[config.mk]
export PLATFORM = sky130hd
export DESIGN_NAME = brseq_top
export DESIGN_NICKNAME = d
export VERILOG_FILES = /design/src/rtl/brseq_pkg.sv /design/src/rtl/brseq_cond.sv /design/src/rtl/brseq_target.sv /design/src/rtl/brseq_timer.sv /design/src/rtl/brseq_top.sv
export SDC_FILE = /design/constraint.sdc
export NUM_CORES = 1
export LEC_CHECK = 0
export BUFFER_PORTS_ARGS = -buffer_cell sky130_fd_sc_hd__buf_2
export CORE_ASPECT_RATIO = 0.5
export CORE_MARGIN = 8
export CORE_UTILIZATION = 30
export DETAILED_ROUTE_END_ITERATION = 16
export PLACE_DENSITY = 0.51
export SKIP_LAST_GASP = 1
export SYNTH_ARGS = -nofsm -noshare
export SYNTH_HDL_FRONTEND = slang
export SYNTH_SLANG_ARGS = --single-unit
export TNS_END_PERCENT = 1
[constraint.sdc]
create_clock -name clk -period 4.6 [get_ports clk]
set_input_delay 0.69 -clock clk [delete_from_list [all_inputs] [get_ports clk]]
set_output_delay 0.69 -clock clk [all_outputs]
set_load 0.02 [all_outputs]
[src/rtl/brseq_pkg.sv]
package brseq_pkg;
  localparam int COST_W = 5;

  typedef enum logic [2:0] {
    K_REL  = 3'd0,
    K_ABS  = 3'd1,
    K_HL   = 3'd2,
    K_CALL = 3'd3,
    K_RET  = 3'd4,
    K_RETI = 3'd5,
    K_RST  = 3'd6,
    K_NONE = 3'd7
  } br_kind_e;

  typedef enum logic [1:0] {
    SP_NONE = 2'b00,
    SP_DEC  = 2'b01,
    SP_INC  = 2'b10
  } sp_op_e;

  // Fixed cycle cost for each kind and path
  function automatic logic [COST_W-1:0] br_cost(br_kind_e k, logic tk, logic always_c);
    logic [COST_W-1:0] c;
    case (k)
      K_REL:   c = tk ? 5'd12 : 5'd8;
      K_ABS:   c = tk ? 5'd16 : 5'd12;
      K_HL:    c = 5'd4;
      K_CALL:  c = tk ? 5'd24 : 5'd12;
      K_RET:   c = always_c ? 5'd16 : (tk ? 5'd20 : 5'd8);
      K_RETI:  c = 5'd16;
      K_RST:   c = 5'd16;
      default: c = 5'd4;
    endcase
    return c;
  endfunction
endpackage

[src/rtl/brseq_cond.sv]
module brseq_cond (
  input  logic [2:0] cond,
  input  logic       flag_z,
  input  logic       flag_c,
  output logic       pass,
  output logic       is_always
);
  always_comb begin
    is_always = cond[2];
    case (cond[1:0])
      2'd0:    pass = ~flag_z;
      2'd1:    pass = flag_z;
      2'd2:    pass = ~flag_c;
      default: pass = flag_c;
    endcase
    if (cond[2]) pass = 1'b1;
  end
endmodule

[src/rtl/brseq_target.sv]
module brseq_target
  import brseq_pkg::*;
#(
  parameter int ADDR_W     = 16,
  parameter int OFF_W      = 8,
  parameter int VEC_W      = 3,
  parameter int VEC_STRIDE = 8
) (
  input  br_kind_e          kind,
  input  logic              pass,
  input  logic [ADDR_W-1:0] pc,
  input  logic [OFF_W-1:0]  offset,
  input  logic [ADDR_W-1:0] target,
  input  logic [VEC_W-1:0]  rst_vec,
  output logic              taken,
  output logic [ADDR_W-1:0] jump_pc,
  output logic              needs_push,
  output logic              needs_pop
);
  localparam int EXT_W = ADDR_W - OFF_W;

  logic [ADDR_W-1:0] rel_pc;
  logic [ADDR_W-1:0] vec_pc;

  assign rel_pc = pc + {{EXT_W{offset[OFF_W-1]}}, offset};
  assign vec_pc = ADDR_W'(int'(rst_vec) * VEC_STRIDE);

  always_comb begin
    case (kind)
      K_REL, K_ABS, K_CALL, K_RET: taken = pass;
      K_HL, K_RETI, K_RST:         taken = 1'b1;
      default:                     taken = 1'b0;
    endcase

    jump_pc = pc;
    if (taken) begin
      case (kind)
        K_REL:                jump_pc = rel_pc;
        K_ABS, K_CALL, K_HL:  jump_pc = target;
        K_RST:                jump_pc = vec_pc;
        default:              jump_pc = pc;
      endcase
    end

    needs_push = taken && (kind == K_CALL || kind == K_RST);
    needs_pop  = taken && (kind == K_RET  || kind == K_RETI);
  end
endmodule

[src/rtl/brseq_timer.sv]
module brseq_timer #(
  parameter int COST_W = 5
) (
  input  logic              clk,
  input  logic              rst,
  input  logic              load,
  input  logic [COST_W-1:0] cost,
  output logic              busy,
  output logic              done
);
  logic [COST_W-1:0] cnt;
  logic [COST_W-1:0] cost_q;

  always_ff @(posedge clk) begin
    if (rst) begin
      busy   <= 1'b0;
      done   <= 1'b0;
      cnt    <= '0;
      cost_q <= '0;
    end else if (load) begin
      busy   <= 1'b1;
      cnt    <= COST_W'(1);
      cost_q <= cost;
      done   <= (cost == COST_W'(1));
    end else if (busy) begin
      if (done) begin
        busy <= 1'b0;
        done <= 1'b0;
      end else begin
        cnt  <= cnt + COST_W'(1);
        done <= ((cnt + COST_W'(1)) == cost_q);
      end
    end
  end
endmodule

[src/rtl/brseq_top.sv]
module brseq_top
  import brseq_pkg::*;
#(
  parameter int ADDR_W     = 16,
  parameter int OFF_W      = 8,
  parameter int VEC_W      = 3,
  parameter int VEC_STRIDE = 8
) (
  input  logic              clk,
  input  logic              rst,
  input  logic              start,
  input  logic [2:0]        kind,
  input  logic [2:0]        cond,
  input  logic              flag_z,
  input  logic              flag_c,
  input  logic [ADDR_W-1:0] pc,
  input  logic [OFF_W-1:0]  offset,
  input  logic [ADDR_W-1:0] target,
  input  logic [VEC_W-1:0]  rst_vec,
  input  logic [ADDR_W-1:0] pop_data,
  output logic              busy,
  output logic              done,
  output logic              taken,
  output logic [ADDR_W-1:0] next_pc,
  output logic              push_req,
  output logic [ADDR_W-1:0] push_data,
  output logic              pop_req,
  output logic [1:0]        sp_op,
  output logic              ime_set
);
  br_kind_e          kind_e;
  logic              pass, is_always, tk_c, push_c, pop_c, accept;
  logic [ADDR_W-1:0] jump_c;
  logic [COST_W-1:0] cost_c;
  logic              reti_q;

  assign kind_e = br_kind_e'(kind);
  assign accept = start && !busy;
  assign cost_c = br_cost(kind_e, tk_c, is_always);

  brseq_cond u_cond (
    .cond(cond), .flag_z(flag_z), .flag_c(flag_c),
    .pass(pass), .is_always(is_always)
  );

  brseq_target #(
    .ADDR_W(ADDR_W), .OFF_W(OFF_W), .VEC_W(VEC_W), .VEC_STRIDE(VEC_STRIDE)
  ) u_target (
    .kind(kind_e), .pass(pass), .pc(pc), .offset(offset), .target(target),
    .rst_vec(rst_vec), .taken(tk_c), .jump_pc(jump_c),
    .needs_push(push_c), .needs_pop(pop_c)
  );

  brseq_timer #(.COST_W(COST_W)) u_timer (
    .clk(clk), .rst(rst), .load(accept), .cost(cost_c),
    .busy(busy), .done(done)
  );

  always_ff @(posedge clk) begin
    if (rst) begin
      taken     <= 1'b0;
      next_pc   <= '0;
      push_req  <= 1'b0;
      push_data <= '0;
      pop_req   <= 1'b0;
      sp_op     <= SP_NONE;
      reti_q    <= 1'b0;
    end else if (accept) begin
      taken     <= tk_c;
      next_pc   <= jump_c;
      push_req  <= push_c;
      push_data <= pc;
      pop_req   <= pop_c;
      sp_op     <= push_c ? SP_DEC : (pop_c ? SP_INC : SP_NONE);
      reti_q    <= (kind_e == K_RETI);
    end else begin
      if (pop_req) next_pc <= pop_data;
      push_req <= 1'b0;
      pop_req  <= 1'b0;
      sp_op    <= SP_NONE;
    end
  end

  assign ime_set = done && reti_q;
endmodule

==> After elaboration in Yosys (flattened, before gate mapping) <==
Index checks and enable logic that the tools add are counted.
{ "totals": {"reg_bits": 50, "in_bits": 70} }
{ "op_classes": {"add_sub_neg": 2, "n_eq_ne": 11, "mux": 24, "bitwise_logic": 4, "n_reduce_logical": 20} }
{ "op_table": {"columns": ["cell", "n"], "rows": [
  ["$mux 16", 3],
  ["$pmux 16 s3", 1],
  ["$pmux 5 s5", 1],
  ["$mux 5", 4],
  ["$add 16x16->16", 1],
  ["$mux 1", 11],
  ["$eq 3x3->1 const B", 3],
  ["$reduce_or 3->1", 3],
  ["$eq 3x2->1 const B", 2],
  ["$reduce_or 2->1", 3],
  ["$add 5x1->5 const B", 1],
  ["$eq 5x1->1 const B", 1],
  ["$eq 5x5->1", 1],
  ["$logic_and 1x1->1", 4],
  ["$not 1->1", 4],
  ["$reduce_and 2->1", 2],
  ["$reduce_bool 2->1", 2],
  ["$reduce_or 4->1", 1],
  ["$eq 3x1->1 const B", 1],
  ["$logic_not 3->1", 1],
  ["$mux 3", 1],
  ["$pmux 1 s3", 1],
  ["$eq 2x1->1 const B", 1],
  ["$eq 2x2->1 const B", 1],
  ["6 further kinds", 7]
]} }

==> Depth between registers and ports, before layout <==
{ "logic_depth": {"ltp_word": 9, "depth_mapped": 10, "ltp_nobuf": 10} }

==> Hierarchy <==
A second synthesis with hierarchy kept.
{ "unflattened": {"hier_cells": 427, "area_unflattened_um2": 3562.2} }
{ "modules_own_cells": {"columns": ["mod", "n_inst", "cells_per_inst", "area_each_um2"], "rows": [
  ["brseq_top", 1, 175, 1660.3],
  ["brseq_target", 1, 187, 1288.7],
  ["brseq_timer", 1, 60, 575.6],
  ["brseq_cond", 1, 5, 37.5]
]} }

==> Worst setup path after synthesis <==
OpenSTA, ideal clock, no wires.
{ "synth_timing": {"kind": "input-to-reg", "startpoint": "input port offset[0]", "endpoint": "register next_pc[12]", "setup_time_ns": 0.130, "t_arrival_ns": 2.341, "required_time_ns": 4.470, "path_slack_ns": 2.129, "stages": 10, "n_path_buf": 0, "path_cell_list": "ha_1 inv_1 fa_1 nor2b_1 o211ai_2 a31oi_2 o41ai_1 and4b_1 nor4_2 o22ai_1"} }
{ "synth_between": {"elab_chain_len": 4} }
{ "synth_lines": {"columns": ["element", "line", "text"], "rows": [
  ["from (decl)", "brseq_top.sv:17", "input logic [OFF_W-1:0] offset,"],
  ["$add 16x16->16", "brseq_target.sv:25", "assign rel_pc = pc + {{EXT_W{offset[OFF_W-1]}}, offset};"],
  ["$pmux 16 s3", "brseq_target.sv:37", "case (kind)"],
  ["$mux 16", "brseq_target.sv:36", "if (taken) begin"],
  ["$mux 16", "brseq_top.sv:68", "end else if (accept) begin"],
  ["to (signal assigned)", "brseq_top.sv:70", "next_pc <= jump_c;"],
  ["to (signal assigned)", "brseq_top.sv:77", "if (pop_req) next_pc <= pop_data;"],
  ["to (decl)", "brseq_top.sv:24", "output logic [ADDR_W-1:0] next_pc,"]
]} }
No other way between the ends.
A chain may end at the register's enable or synchronous reset.

==> Worst setup path in the final report <==
{ "layout_timing": {"startpoint": "input port offset[7]", "endpoint": "register next_pc[12]"} }
The elaborated chain is that of the path after synthesis.

==> summary.md <==
| Metric | Value |
|---|---|
| Placement row count | 26 |
| Asr flop ratio synth | 0 |
| Signal arrival time at the worst endpoint | 2680 ps |
| Post-Synthesis Mean Instance Area | 7.95 um^2 |
| Yosys warning total | 0 |
| Hold Crit Class | register to register |
| Ant. Diodes | 0 |
| Number of buffers added by the clock tree synthesis step | 5 |
| Clock power share | 0.318 |
| Non-Filler Instances | 635 |
| Hold violation count in the final report | 0 |
| Total Die Area | 14300 um^2 |
| Clock input transition at the sequential cells of the worst setup and hold paths | 70 ps |
| Buffer count from post-CTS setup fixing | 0 |
| Overall Global Routing Usage | 0.145 |
| Worst-case clock skew | 4.90 ps |
| Data required time at the worst endpoint | 4750 ps |
| Width of the die | 161 um |
| Area inside the core boundary | 10200 um^2 |
| Combinational cell fraction of total power | 0.295 |
| Sequential cell fraction of total power | 0.387 |
| Maximum count of clock buffers along a single path | 2 |
| Switching power of the nets | 393 uW |
| Commonest cells after routing, fill and taps aside | buf_2, nand2_1, dfxtp_1 |
| Kind of end point of the critical path | register |
| Placed cell areas | 3820 um^2 |
| Synthesized flop and latch total | 47 |
| CTS Hold Buffers Added | 0 |
| Area grow syn2layout | 25.4% |
| Crit-path max cell delay | 440 ps |
| Total grt overflow | 0 |
| Top metal layer carrying routed signals | met4 |
| Cells after synthesis | 397 |
| Resized Gates After CTS | 0 |
| Utilization after layout | 0.388 |
| Post-Place Setup Slack | 1800 ps |
| Leading cell type in the layout, fill and taps excluded | buf_2 |
| Routed wire per std cell | 17.0 um |
| Clock tree root buffer cell | clkbuf_16 |
| Worst path buffer plus inverter count | 1 |
| Starting utilization of the core area | 0.309 |
| Number of max-cap violations | 0 |
| Distinct cell type count after synthesis | 56 |
| Unrepaired setup endpoints after global routing | false |
| Cell family contributing the most delay on the critical path | simple AND/OR/NAND/NOR gates |
| Number of antenna violations at the first check in global routing | 0 |
| Ratio of cells with drive above 1 in the final layout | 0.263 |
| Internal Power | 770 uW |
| Max Fanout on Critical Path | 11 |
| CTS sink cnt | 47 |
| Post-synthesis instance area | 3160 um^2 |
| Number of placed instances with taps included | 627 |
| Post-route worst hold slack | 452 ps |
| Slowest cell on the critical path | ha_1 |
| TritonCTS clock tree | yes |
| Clock network latency to the later pin of the worst-skew pair | 290 ps |
| Num ports | 110 |
| Die span in y | 88.5 um |
| Cell Pwr Density | 294 nW/um^2 |
| Cells along the critical path | buf_2 > ha_1 > nand4_2 > or3b_1 > a31oi_2 > o41ai_1 > and4b_1 > nor4_2 > o22ai_1 |
| Per-cell via count in the routed design | 5.08 |
| Violation count after the first detailed-routing iteration | 207 |
| Routed wire length | 10800 um |
| Metal2 WL | 5050 um |
| FMAX | 0.396 GHz |
| Total number of H-tree levels | 2 |
| DRT met1 WL | 5170 um |
| Met3 routed WL | 498 um |
| Final total power | 1.16 mW |
| Total vias in the final route | 3225 |
| Max VDD drop | 0.000149 V |
| Global placement routability congestion | 0.890 |
| Max_slew headroom | 0.222 |
| Count of final max-slew check failures | 0 |
| Type of the worst setup path | input pin to register |
| Number of nets in the finished design | 582 |
| First-pass GRT wire length | 16500 um |
| Detailed placement HPWL | 8060 um |
| Buffers added on ports | 109 |
| Final critical-path share of the clock period | 0.549 |
| Number of enable-type register cells in the synthesized netlist | 0 |
| Pin count of the biggest net entering global routing | 34 |
| Final setup vio count | 0 |
| Total DRC errors in the routed layout | 0 |
| Worst Setup Slack, final | 2080 ps |
| Number of global-route vias before repair | 3174 |
| Static leakage power | 1.72 nW |
| Pre-antenna DRT Iters | 4 |
| Remaining number of nets flagged by the antenna check after routing | 0 |
| Final std cell area, no fill | 3960 um^2 |
| Sw Share | 0.338 |
| Net count after synthesis | 485 |
| Shortest clock period the worst path allows after layout | 2520 ps |
| Total Negative Setup Slacks | 0 ps |
| Run status | complete, no violations |
| Slew at the pin closest to its max-slew limit | 1160 ps |
| Share of the yosys chip area belonging to registers | 0.298 |
| CP startpoint kind | input pin |
| Commonest register cell after synthesis | dfxtp_1 |
## kinds of logic (layout without fill, tap and decap cells)
| family | Yosys count | after routing | synth area share |
|---|---|---|---|
| xor+xnor | 20 | 20 | 0.0555 |
| compound gates | 122 | 122 | 0.257 |
| simple gates | 136 | 136 | 0.207 |
| flops | 47 | 47 | 0.298 |
| mux | 21 | 21 | 0.0666 |
| fa+ha+maj | 18 | 18 | 0.0737 |
| buf+inv | 33 | 131 | 0.0420 |
## final cells by class
type,count,area [um^2]
clock buffer,6,129
clock inverter,2,12.5
fill,1101,6250
inverter,9,33.8
multi-input combinational,317,2090
sequential,47,941
tap,140,175
timing repair buffer,114,583
## per-layer routing
layer  vias to the layer above  global-route usage
met5                         -                   0
met4                         0              0.0342
met3                         8              0.0344
met2                        72               0.249
met1                      1505               0.182
li1                       1640                   -
## path summary, 6_finish.rpt
| check | start | cells past startpoint | endpoint | slack (ps) |
|---|---|---|---|---|
| hold / removal | push_data[7] | 2 | push_data[7] | 450 |
| setup reg to reg | u_timer.busy | 6 | next_pc[5] | 2460 |
| hold reg to reg | push_data[7] | 2 | push_data[7] | 450 |
| setup / recovery | offset[7] | 9 | next_pc[12] | 2080 |
## flip-flops by register name (all words and copies together), names as in the netlist
signal / cells
sp_op: 1
u_timer.cost_q: 3
push_data: 16
u_timer.cnt: 5
reti_q: 1
u_timer.done: 1
u_timer.busy: 1
next_pc: 16
pop_req: 1
push_req: 1
taken: 1
## power by group through the flow
stage / sequential (mW) / combinational, mW / clock (mW)
finish: 0.451 / 0.343 / 0.370
global route: 0.454 / 0.376 / 0.399
CTS: 0.451 / 0.344 / 0.382
detailed placement: 0.460 / 0.342 / 0
global placement: 0.460 / 0.343 / 0
floorplan: 0.486 / 0.197 / 0
## cells in the mapped netlist, types with 7 or more instances
library cell   n  area (um^2)
xor2_1        12          105
nand2b_1       8         50.1
a21oi_1       40          200
nor2_1        31          116
a211oi_1      11         82.6
clkbuf_1      15         56.3
nor2b_1       14         87.6
o21ai_1       14         70.1
nand2_1       51          191
mux2i_1       21          210
inv_1          9         33.8
xnor2_1        8         70.1
nand3_1        7         35.0
ha_1          17          213
o22ai_1        7         43.8
dfxtp_1       47          941
## worst register-to-register path: cells and delay by family, from the launching register on
kind	cells	cell delay [ps]
buffers and inverters	1	250
AOI/OAI and AO/OA	3	570
and+or+nand+nor	2	910
DFF	1	340
No activity file was read; power rests on OpenSTA's default activity.
